==> config.mk <==
export PLATFORM = sky130hd
export DESIGN_NAME = wdt_core
export DESIGN_NICKNAME = d
export VERILOG_FILES = /design/src/rtl/wdt_pkg.sv /design/src/rtl/wdt_unit_gen.sv /design/src/rtl/wdt_down_cnt.sv /design/src/rtl/wdt_rst_shaper.sv /design/src/rtl/wdt_core.sv
export SDC_FILE = /design/constraint.sdc
export NUM_CORES = 1
export LEC_CHECK = 0
export ABC_AREA = 1
export BUFFER_PORTS_ARGS = -buffer_cell sky130_fd_sc_hd__buf_2
export CAP_MARGIN = 0
export CORE_AREA = 8 8 65 109
export DETAILED_ROUTE_END_ITERATION = 12
export DIE_AREA = 0 0 73 117
export PLACE_DENSITY = 0.83
export SLEW_MARGIN = 15
export SYNTH_ARGS = -nofsm -noshare
export SYNTH_HDL_FRONTEND = slang
export SYNTH_HIERARCHICAL = 1
export SYNTH_SLANG_ARGS = --single-unit
==> constraint.sdc <==
create_clock -name clk -period 3.4 [get_ports clk]
set_input_delay 0.17 -clock clk [delete_from_list [all_inputs] [get_ports clk]]
set_output_delay 0.17 -clock clk [all_outputs]
set_load 0.005 [all_outputs]
==> src/rtl/wdt_pkg.sv <==
package wdt_pkg;
  typedef enum logic [1:0] {
    SEL_CFG  = 2'd0,
    SEL_TIME = 2'd1,
    SEL_CTL  = 2'd2,
    SEL_NONE = 2'd3
  } wdt_sel_e;

  // bit positions in the configuration register
  localparam int B_STS   = 6;
  localparam int B_EN    = 5;
  localparam int B_PULSE = 4;
  localparam int B_UNIT  = 3;
  localparam int B_HACT  = 2;

  // bit positions in the control register
  localparam int B_WFLAG = 7;
  localparam int B_WEN   = 6;
  localparam int B_OEN   = 0;

  function automatic int max4(input int a, input int b, input int c, input int d);
    int m;
    m = a;
    if (b > m) m = b;
    if (c > m) m = c;
    if (d > m) m = d;
    return m;
  endfunction
endpackage

==> src/rtl/wdt_unit_gen.sv <==
module wdt_unit_gen #(
  parameter int TICKS_PER_SEC = 1000,
  parameter int SECS_PER_MIN  = 60
) (
  input  logic clk,
  input  logic rst_n,
  input  logic tick,
  input  logic run,
  input  logic restart,
  input  logic unit_min,
  output logic unit_stb
);
  localparam int SW = (TICKS_PER_SEC > 1) ? $clog2(TICKS_PER_SEC) : 1;
  localparam int MW = (SECS_PER_MIN > 1) ? $clog2(SECS_PER_MIN) : 1;
  localparam logic [SW-1:0] SEC_LAST = SW'(TICKS_PER_SEC - 1);
  localparam logic [MW-1:0] MIN_LAST = MW'(SECS_PER_MIN - 1);

  logic [SW-1:0] sec_q, sec_d;
  logic [MW-1:0] min_q, min_d;
  logic          sec_wrap, min_wrap, active;

  assign active   = run && !restart;
  assign sec_wrap = active && tick && (sec_q == SEC_LAST);
  assign min_wrap = sec_wrap && (min_q == MIN_LAST);
  assign unit_stb = unit_min ? min_wrap : sec_wrap;

  always_comb begin
    sec_d = sec_q;
    min_d = min_q;
    if (!active) begin
      sec_d = '0;
      min_d = '0;
    end else if (tick) begin
      sec_d = sec_wrap ? '0 : sec_q + 1'b1;
      if (sec_wrap) min_d = min_wrap ? '0 : min_q + 1'b1;
    end
  end

  always_ff @(posedge clk or negedge rst_n) begin
    if (!rst_n) begin
      sec_q <= '0;
      min_q <= '0;
    end else begin
      sec_q <= sec_d;
      min_q <= min_d;
    end
  end
endmodule

==> src/rtl/wdt_down_cnt.sv <==
module wdt_down_cnt #(
  parameter int CW = 8
) (
  input  logic          clk,
  input  logic          rst_n,
  input  logic          load,
  input  logic [CW-1:0] load_val,
  input  logic          step,
  output logic [CW-1:0] cnt,
  output logic          expire
);
  logic [CW-1:0] cnt_d;
  logic          nonzero;

  assign nonzero = |cnt;
  assign expire  = step && !load && (cnt == CW'(1));

  always_comb begin
    cnt_d = cnt;
    if (load)                 cnt_d = load_val;
    else if (step && nonzero) cnt_d = cnt - 1'b1;
  end

  always_ff @(posedge clk or negedge rst_n) begin
    if (!rst_n) cnt <= '0;
    else        cnt <= cnt_d;
  end
endmodule

==> src/rtl/wdt_rst_shaper.sv <==
module wdt_rst_shaper
  import wdt_pkg::*;
#(
  parameter int PW_TICKS_0 = 1,
  parameter int PW_TICKS_1 = 25,
  parameter int PW_TICKS_2 = 125,
  parameter int PW_TICKS_3 = 5000
) (
  input  logic       clk,
  input  logic       rst_n,
  input  logic       tick,
  input  logic       fire,
  input  logic       pulse_mode,
  input  logic [1:0] pw_sel,
  input  logic       level_hold,
  input  logic       act_hi,
  output logic       rst_out
);
  localparam int PMAX = max4(PW_TICKS_0, PW_TICKS_1, PW_TICKS_2, PW_TICKS_3);
  localparam int PCW  = $clog2(PMAX + 1);

  logic [PCW-1:0] pcnt_q, pcnt_d, width;
  logic           pulse_on, act;

  always_comb begin
    unique case (pw_sel)
      2'd0:    width = PCW'(PW_TICKS_0);
      2'd1:    width = PCW'(PW_TICKS_1);
      2'd2:    width = PCW'(PW_TICKS_2);
      default: width = PCW'(PW_TICKS_3);
    endcase
  end

  assign pulse_on = |pcnt_q;

  always_comb begin
    pcnt_d = pcnt_q;
    if (fire && pulse_mode)   pcnt_d = width;
    else if (tick && pulse_on) pcnt_d = pcnt_q - 1'b1;
  end

  always_ff @(posedge clk or negedge rst_n) begin
    if (!rst_n) pcnt_q <= '0;
    else        pcnt_q <= pcnt_d;
  end

  assign act     = pulse_mode ? pulse_on : level_hold;
  assign rst_out = act ? act_hi : !act_hi;
endmodule

==> src/rtl/wdt_core.sv <==
module wdt_core
  import wdt_pkg::*;
#(
  parameter int TICKS_PER_SEC = 1000,
  parameter int SECS_PER_MIN  = 60,
  parameter int PW_TICKS_0    = 1,
  parameter int PW_TICKS_1    = 25,
  parameter int PW_TICKS_2    = 125,
  parameter int PW_TICKS_3    = 5000
) (
  input  logic       clk,
  input  logic       rst_n,
  input  logic       tick_1ms,
  input  logic [1:0] reg_sel,
  input  logic       reg_wr,
  input  logic [7:0] reg_wdata,
  output logic [7:0] reg_rdata,
  output logic       rst_out,
  output logic       tmo_out,
  output logic       pme_out
);
  localparam int CW = 8;

  logic          cfg_en, cfg_pulse, cfg_unit, cfg_hact;
  logic [1:0]    cfg_pw;
  logic          status_q, pme_en_q, out_en_q;
  logic [CW-1:0] tmr_q;
  logic          cfg_en_d, cfg_pulse_d, cfg_unit_d, cfg_hact_d;
  logic [1:0]    cfg_pw_d;
  logic          status_d, pme_en_d, out_en_d;
  logic [CW-1:0] tmr_d;
  logic          cfg_wr, tmr_wr, ctl_wr;
  logic          unit_stb, expire;
  logic [CW-1:0] cur_cnt;

  assign cfg_wr = reg_wr && (wdt_sel_e'(reg_sel) == SEL_CFG);
  assign tmr_wr = reg_wr && (wdt_sel_e'(reg_sel) == SEL_TIME);
  assign ctl_wr = reg_wr && (wdt_sel_e'(reg_sel) == SEL_CTL);

  wdt_unit_gen #(
    .TICKS_PER_SEC(TICKS_PER_SEC),
    .SECS_PER_MIN (SECS_PER_MIN)
  ) u_unit (
    .clk     (clk),
    .rst_n   (rst_n),
    .tick    (tick_1ms),
    .run     (cfg_en),
    .restart (tmr_wr),
    .unit_min(cfg_unit),
    .unit_stb(unit_stb)
  );

  wdt_down_cnt #(.CW(CW)) u_cnt (
    .clk     (clk),
    .rst_n   (rst_n),
    .load    (tmr_wr),
    .load_val(reg_wdata),
    .step    (unit_stb),
    .cnt     (cur_cnt),
    .expire  (expire)
  );

  wdt_rst_shaper #(
    .PW_TICKS_0(PW_TICKS_0),
    .PW_TICKS_1(PW_TICKS_1),
    .PW_TICKS_2(PW_TICKS_2),
    .PW_TICKS_3(PW_TICKS_3)
  ) u_shape (
    .clk       (clk),
    .rst_n     (rst_n),
    .tick      (tick_1ms),
    .fire      (expire),
    .pulse_mode(cfg_pulse),
    .pw_sel    (cfg_pw),
    .level_hold(status_q),
    .act_hi    (cfg_hact),
    .rst_out   (rst_out)
  );

  always_comb begin
    cfg_en_d    = cfg_en;
    cfg_pulse_d = cfg_pulse;
    cfg_unit_d  = cfg_unit;
    cfg_hact_d  = cfg_hact;
    cfg_pw_d    = cfg_pw;
    tmr_d       = tmr_q;
    pme_en_d    = pme_en_q;
    out_en_d    = out_en_q;
    status_d    = status_q;
    if (cfg_wr) begin
      cfg_en_d    = reg_wdata[B_EN];
      cfg_pulse_d = reg_wdata[B_PULSE];
      cfg_unit_d  = reg_wdata[B_UNIT];
      cfg_hact_d  = reg_wdata[B_HACT];
      cfg_pw_d    = reg_wdata[1:0];
      if (reg_wdata[B_STS]) status_d = 1'b0;
    end
    if (tmr_wr) tmr_d = reg_wdata;
    if (ctl_wr) begin
      pme_en_d = reg_wdata[B_WEN];
      out_en_d = reg_wdata[B_OEN];
    end
    if (expire) status_d = 1'b1;
  end

  always_ff @(posedge clk or negedge rst_n) begin
    if (!rst_n) begin
      cfg_en    <= 1'b0;
      cfg_pulse <= 1'b0;
      cfg_unit  <= 1'b0;
      cfg_hact  <= 1'b0;
      cfg_pw    <= 2'd0;
      tmr_q     <= '0;
      pme_en_q  <= 1'b0;
      out_en_q  <= 1'b0;
      status_q  <= 1'b0;
    end else begin
      cfg_en    <= cfg_en_d;
      cfg_pulse <= cfg_pulse_d;
      cfg_unit  <= cfg_unit_d;
      cfg_hact  <= cfg_hact_d;
      cfg_pw    <= cfg_pw_d;
      tmr_q     <= tmr_d;
      pme_en_q  <= pme_en_d;
      out_en_q  <= out_en_d;
      status_q  <= status_d;
    end
  end

  assign pme_out = pme_en_q && cfg_en && (cur_cnt == CW'(1));
  assign tmo_out = out_en_q && status_q;

  always_comb begin
    unique case (wdt_sel_e'(reg_sel))
      SEL_CFG:  reg_rdata = {1'b0, status_q, cfg_en, cfg_pulse, cfg_unit, cfg_hact, cfg_pw};
      SEL_TIME: reg_rdata = tmr_q;
      SEL_CTL:  reg_rdata = {pme_out, pme_en_q, 5'b0, out_en_q};
      default:  reg_rdata = 8'h00;
    endcase
  end
endmodule

==> flow_metrics.py <==
metrics = {
    "pwr": {
        "power_uw": 2067,
        "p_sw_uw": 807.7,
        "peakVddDrop_mv": 0.4608,
        "p_int_uw": 1260,
        "p_comb_frac": 0.351,
        "leakage_uw": 0.001982,
        "powerDensity_nw_per_um2": 545.3,
        "p_seq_frac": 0.444,
        "clkPwrFrac": 0.205,
        "sw_frac_of_total": 0.3907,
    },
    "logic_synthesis": {
        "synth_seq_cells": 54,
        "synth_edf_count": 0,
        "yosysWarnings": 6,
        "synth_common_cells": "nand2_1, inv_1, dfrtp_1",
        "synth_fp_nets": 507,
        "ys_top_cells_by_area": "dfrtp_1, nand2_1, inv_1",
        "synthFlopType": "dfrtp_1",
        "syn_inst": 483,
        "synth_top_cell_by_area": "dfrtp_1",
        "synthesis.area_sq_um": 3535,
        "post-synth-top-count-cell": "nand2_1",
        "synth_cell_types": 37,
        "synth-seq-area-share": 0.3823,
        "synth_async_sr_flop_share": 1.000,
        "netlist.area_leader.share": 0.3823,
        "avgSynthCellArea_sq_um": 7.318,
    },
    "floorplan": {
        "num_io_pins": 25,
        "core_area_sq_um": 5694,
        "die_x_um": 73,
        "die-area_sq_um": 8541,
        "start_util": 0.6207,
        "dieHeight_um": 117,
        "fp-row-count": 37,
    },
    "clock_network": {
        "postCtsHoldBufs": 0,
        "clockBufferDepth": 2,
        "cts_root_buffer": "clkbuf_8",
        "cts_tree": "done",
        "postCtsSetupBuffers": 0,
        "clkTransAtPathRegs_ns": 0.10,
        "clk_latency_ns": 0.31,
        "htreeDepth": 2,
        "post_cts_resized": 0,
        "cts_buffers": 5,
        "cts.sinks": 54,
    },
    "layout": {
        "final_net_count": 533,
        "regArea_sq_um": 1351,
        "final_core_util": 0.6658,
        "num-fill-cells": 510,
        "drive_gt1_frac": 0.1765,
        "diodes": 0,
        "multi_input_area_sq_um": 1849,
        "syn_to_final_growth_pct": 7.257,
        "fin_area_sq_um": 3791,
    },
    "sta": {
        "rsz0062_at_grt": "false",
        "holdWs_ns": -0.01148,
        "relSlewSlack": 0.3958,
        "period_needed_ns": 2.732,
        "timing.fmax_mhz": 366.0,
        "setup_viol": 0,
        "fin_crit_sh": 0.8035,
        "tightest_slew_ns": 0.9063,
        "final.setup_skew_ns": 0.007065,
        "hold_viol": 35,
        "finalSetupTns_ns": 0,
        "slew_viol_final": 0,
    },
    "worst_setup_path": {
        "critPathKind": "flip-flop to flip-flop",
        "critPathBufInv": 1,
        "cp_max_fo": 18,
        "critPathLaunchType": "flip-flop",
        "cp_slowest_cell": "dfrtp_1",
        "slowest_delay_ns": 0.44,
        "required_ns": 3.62,
        "cp_cell_sequence": "ha_1 > nand2_1 > nor2_4 > nand3_4 > a21oi_1 > nand4_1 > nor2_1 > nand2_1 > nand2_4 > inv_1 > o21ai_0",
        "crit_path_end_kind": "flip-flop",
        "critPathArrivalTime_ns": 2.96,
        "crit_family": "simple AND/OR/NAND/NOR gates",
        "worst_path_most_repeated_cell": "nand2_1",
    },
    "placement": {
        "place_congestion": 0.8774,
        "io_buffers": 24,
        "place_area_sq_um": 3685,
        "dp_hpwl_um": 5934,
    },
    "routing": {
        "vias_per_cell": 5.250,
        "firstDrtPassIters": 6,
        "drt-total-wl_um": 7604,
        "wl_per_cell_um": 12.93,
        "drt_iter0_drc": 133,
        "dr_total_vias": 3087,
        "route.detailed.drc": 0,
        "ant_nets": 0,
    },
    "run_status": {
        "status": "complete, but fails checks",
        "violations": "negative hold slack",
    },
    "grt": {
        "met3_usage": 0.03413,
        "grt_pass1_vias": 3045,
        "grt_max_degree": 41,
        "grt.busiest_layer": "met2",
        "grt_pass1_wl_um": 13120,
        "met1_usage": 0.1938,
        "grt_usage": 0.1932,
        "grtUsageMet2": 0.3665,
        "grt_overflow": 0,
        "antenna_found_initial": 0,
    },
    "hold_path": {
        "hp-class": "primary input to asynchronous set/reset pin",
    },
    "run": {
        "cap_viol_max_count": 0,
    },
}
## logic make-up (layout without fill, tap and decap cells)
group	count (synthesis)	after routing	synth area share
AO/OA/AOI/OAI	56	56	0.1119
XOR/XNOR	3	3	0.007435
adder cells (fa/ha/maj)	10	10	0.03540
buffers and inverters	74	101	0.09451
flip-flops	54	54	0.3823
multiplexers	1	1	0.002832
AND/OR/NAND/NOR	285	285	0.3657
## layout by cell type (no fill, tap or decap), types with 5 or more instances in the layout
cell	synthesis	layout
o21ai_0	12	12
nor2_1	44	44
nand2_4	5	5
a22o_1	5	5
nand2_1	159	159
o21ai_1	8	8
dfrtp_1	54	54
inv_1	61	61
inv_2	5	5
o21ai_2	19	19
ha_1	10	10
nand2_2	9	9
nand3_1	35	35
nor2_2	8	8
clkbuf_8	0	5
a21oi_1	7	7
buf_2	1	24
## power groups by stage
stage                     registers (uW)  logic (uW)  clock network, uW
after global routing                 936         824                463
final                                918         725                424
after global placement               923         700                  0
after detailed placement             927         721                  0
after CTS                            915         727                438
after floorplan                      885         580                  0
## worst reg2reg max path: stages, from the launching register on
cell	delay, ns
dfrtp_1	0.44
ha_1	0.20
nand2_1	0.11
nor2_4	0.15
nand3_4	0.11
a21oi_1	0.31
nand4_1	0.13
nor2_1	0.16
nand2_1	0.34
nand2_4	0.36
inv_1	0.13
o21ai_0	0.19
## registers in the layout (all words and copies together), names as in the netlist
signal          count
cfg_hact            1
tmr_q               8
cfg_en              1
u_unit/min_q        6
cfg_pulse           1
u_unit/sec_q       10
pme_en_q            1
cfg_pw              2
u_shape/pcnt_q     13
status_q            1
cfg_unit            1
u_cnt/cnt           8
out_en_q            1
## path summary, 6_finish.rpt
check / cells past startpoint / to / slack, ns / from
worst max-delay path: 11 / u_shape/pcnt_q[10] / 0.67 / u_unit/sec_q[0]
worst min-delay path: 1 / u_shape/pcnt_q[3] / -0.01 / rst_n
min in group clk: 3 / tmr_q[7] / 0.11 / reg_wdata[7]
max in group asynchronous: 2 / u_unit/sec_q[5] / 2.66 / rst_n
worst min register to register: 2 / tmr_q[0] / 0.49 / tmr_q[0]
worst max register to register: 11 / u_shape/pcnt_q[10] / 0.67 / u_unit/sec_q[0]
## final cells by class
cell class / instances / share of cell area
Inverter: 67 / 0.06634
Timing Repair Buffer: 26 / 0.03564
Sequential cell: 54 / 0.3564
Clock inverter: 1 / 0.007921
Tap cell: 78 / 0.02574
Clock buffer: 7 / 0.02013
Multi-Input combinational cell: 355 / 0.4878
## per-layer routing
layer	part of all wire	wire, um
met5	0	0
met4	0.022	170
met3	0.033	249
met2	0.55	4208
met1	0.39	2976
## through the flow
stage          setup slack, ns  std cells  hold WS, ns
5_1_grt                 0.3726        588      0.05271
2_1_floorplan            1.280        483      -0.1256
4_1_cts                 0.6441        588      0.02212
6_report                0.6681        588     -0.01148
3_5_place_dp            0.5534        580       0.3480
3_3_place_gp            0.6958        580       0.3449
(Power assumes the default switching activity.)
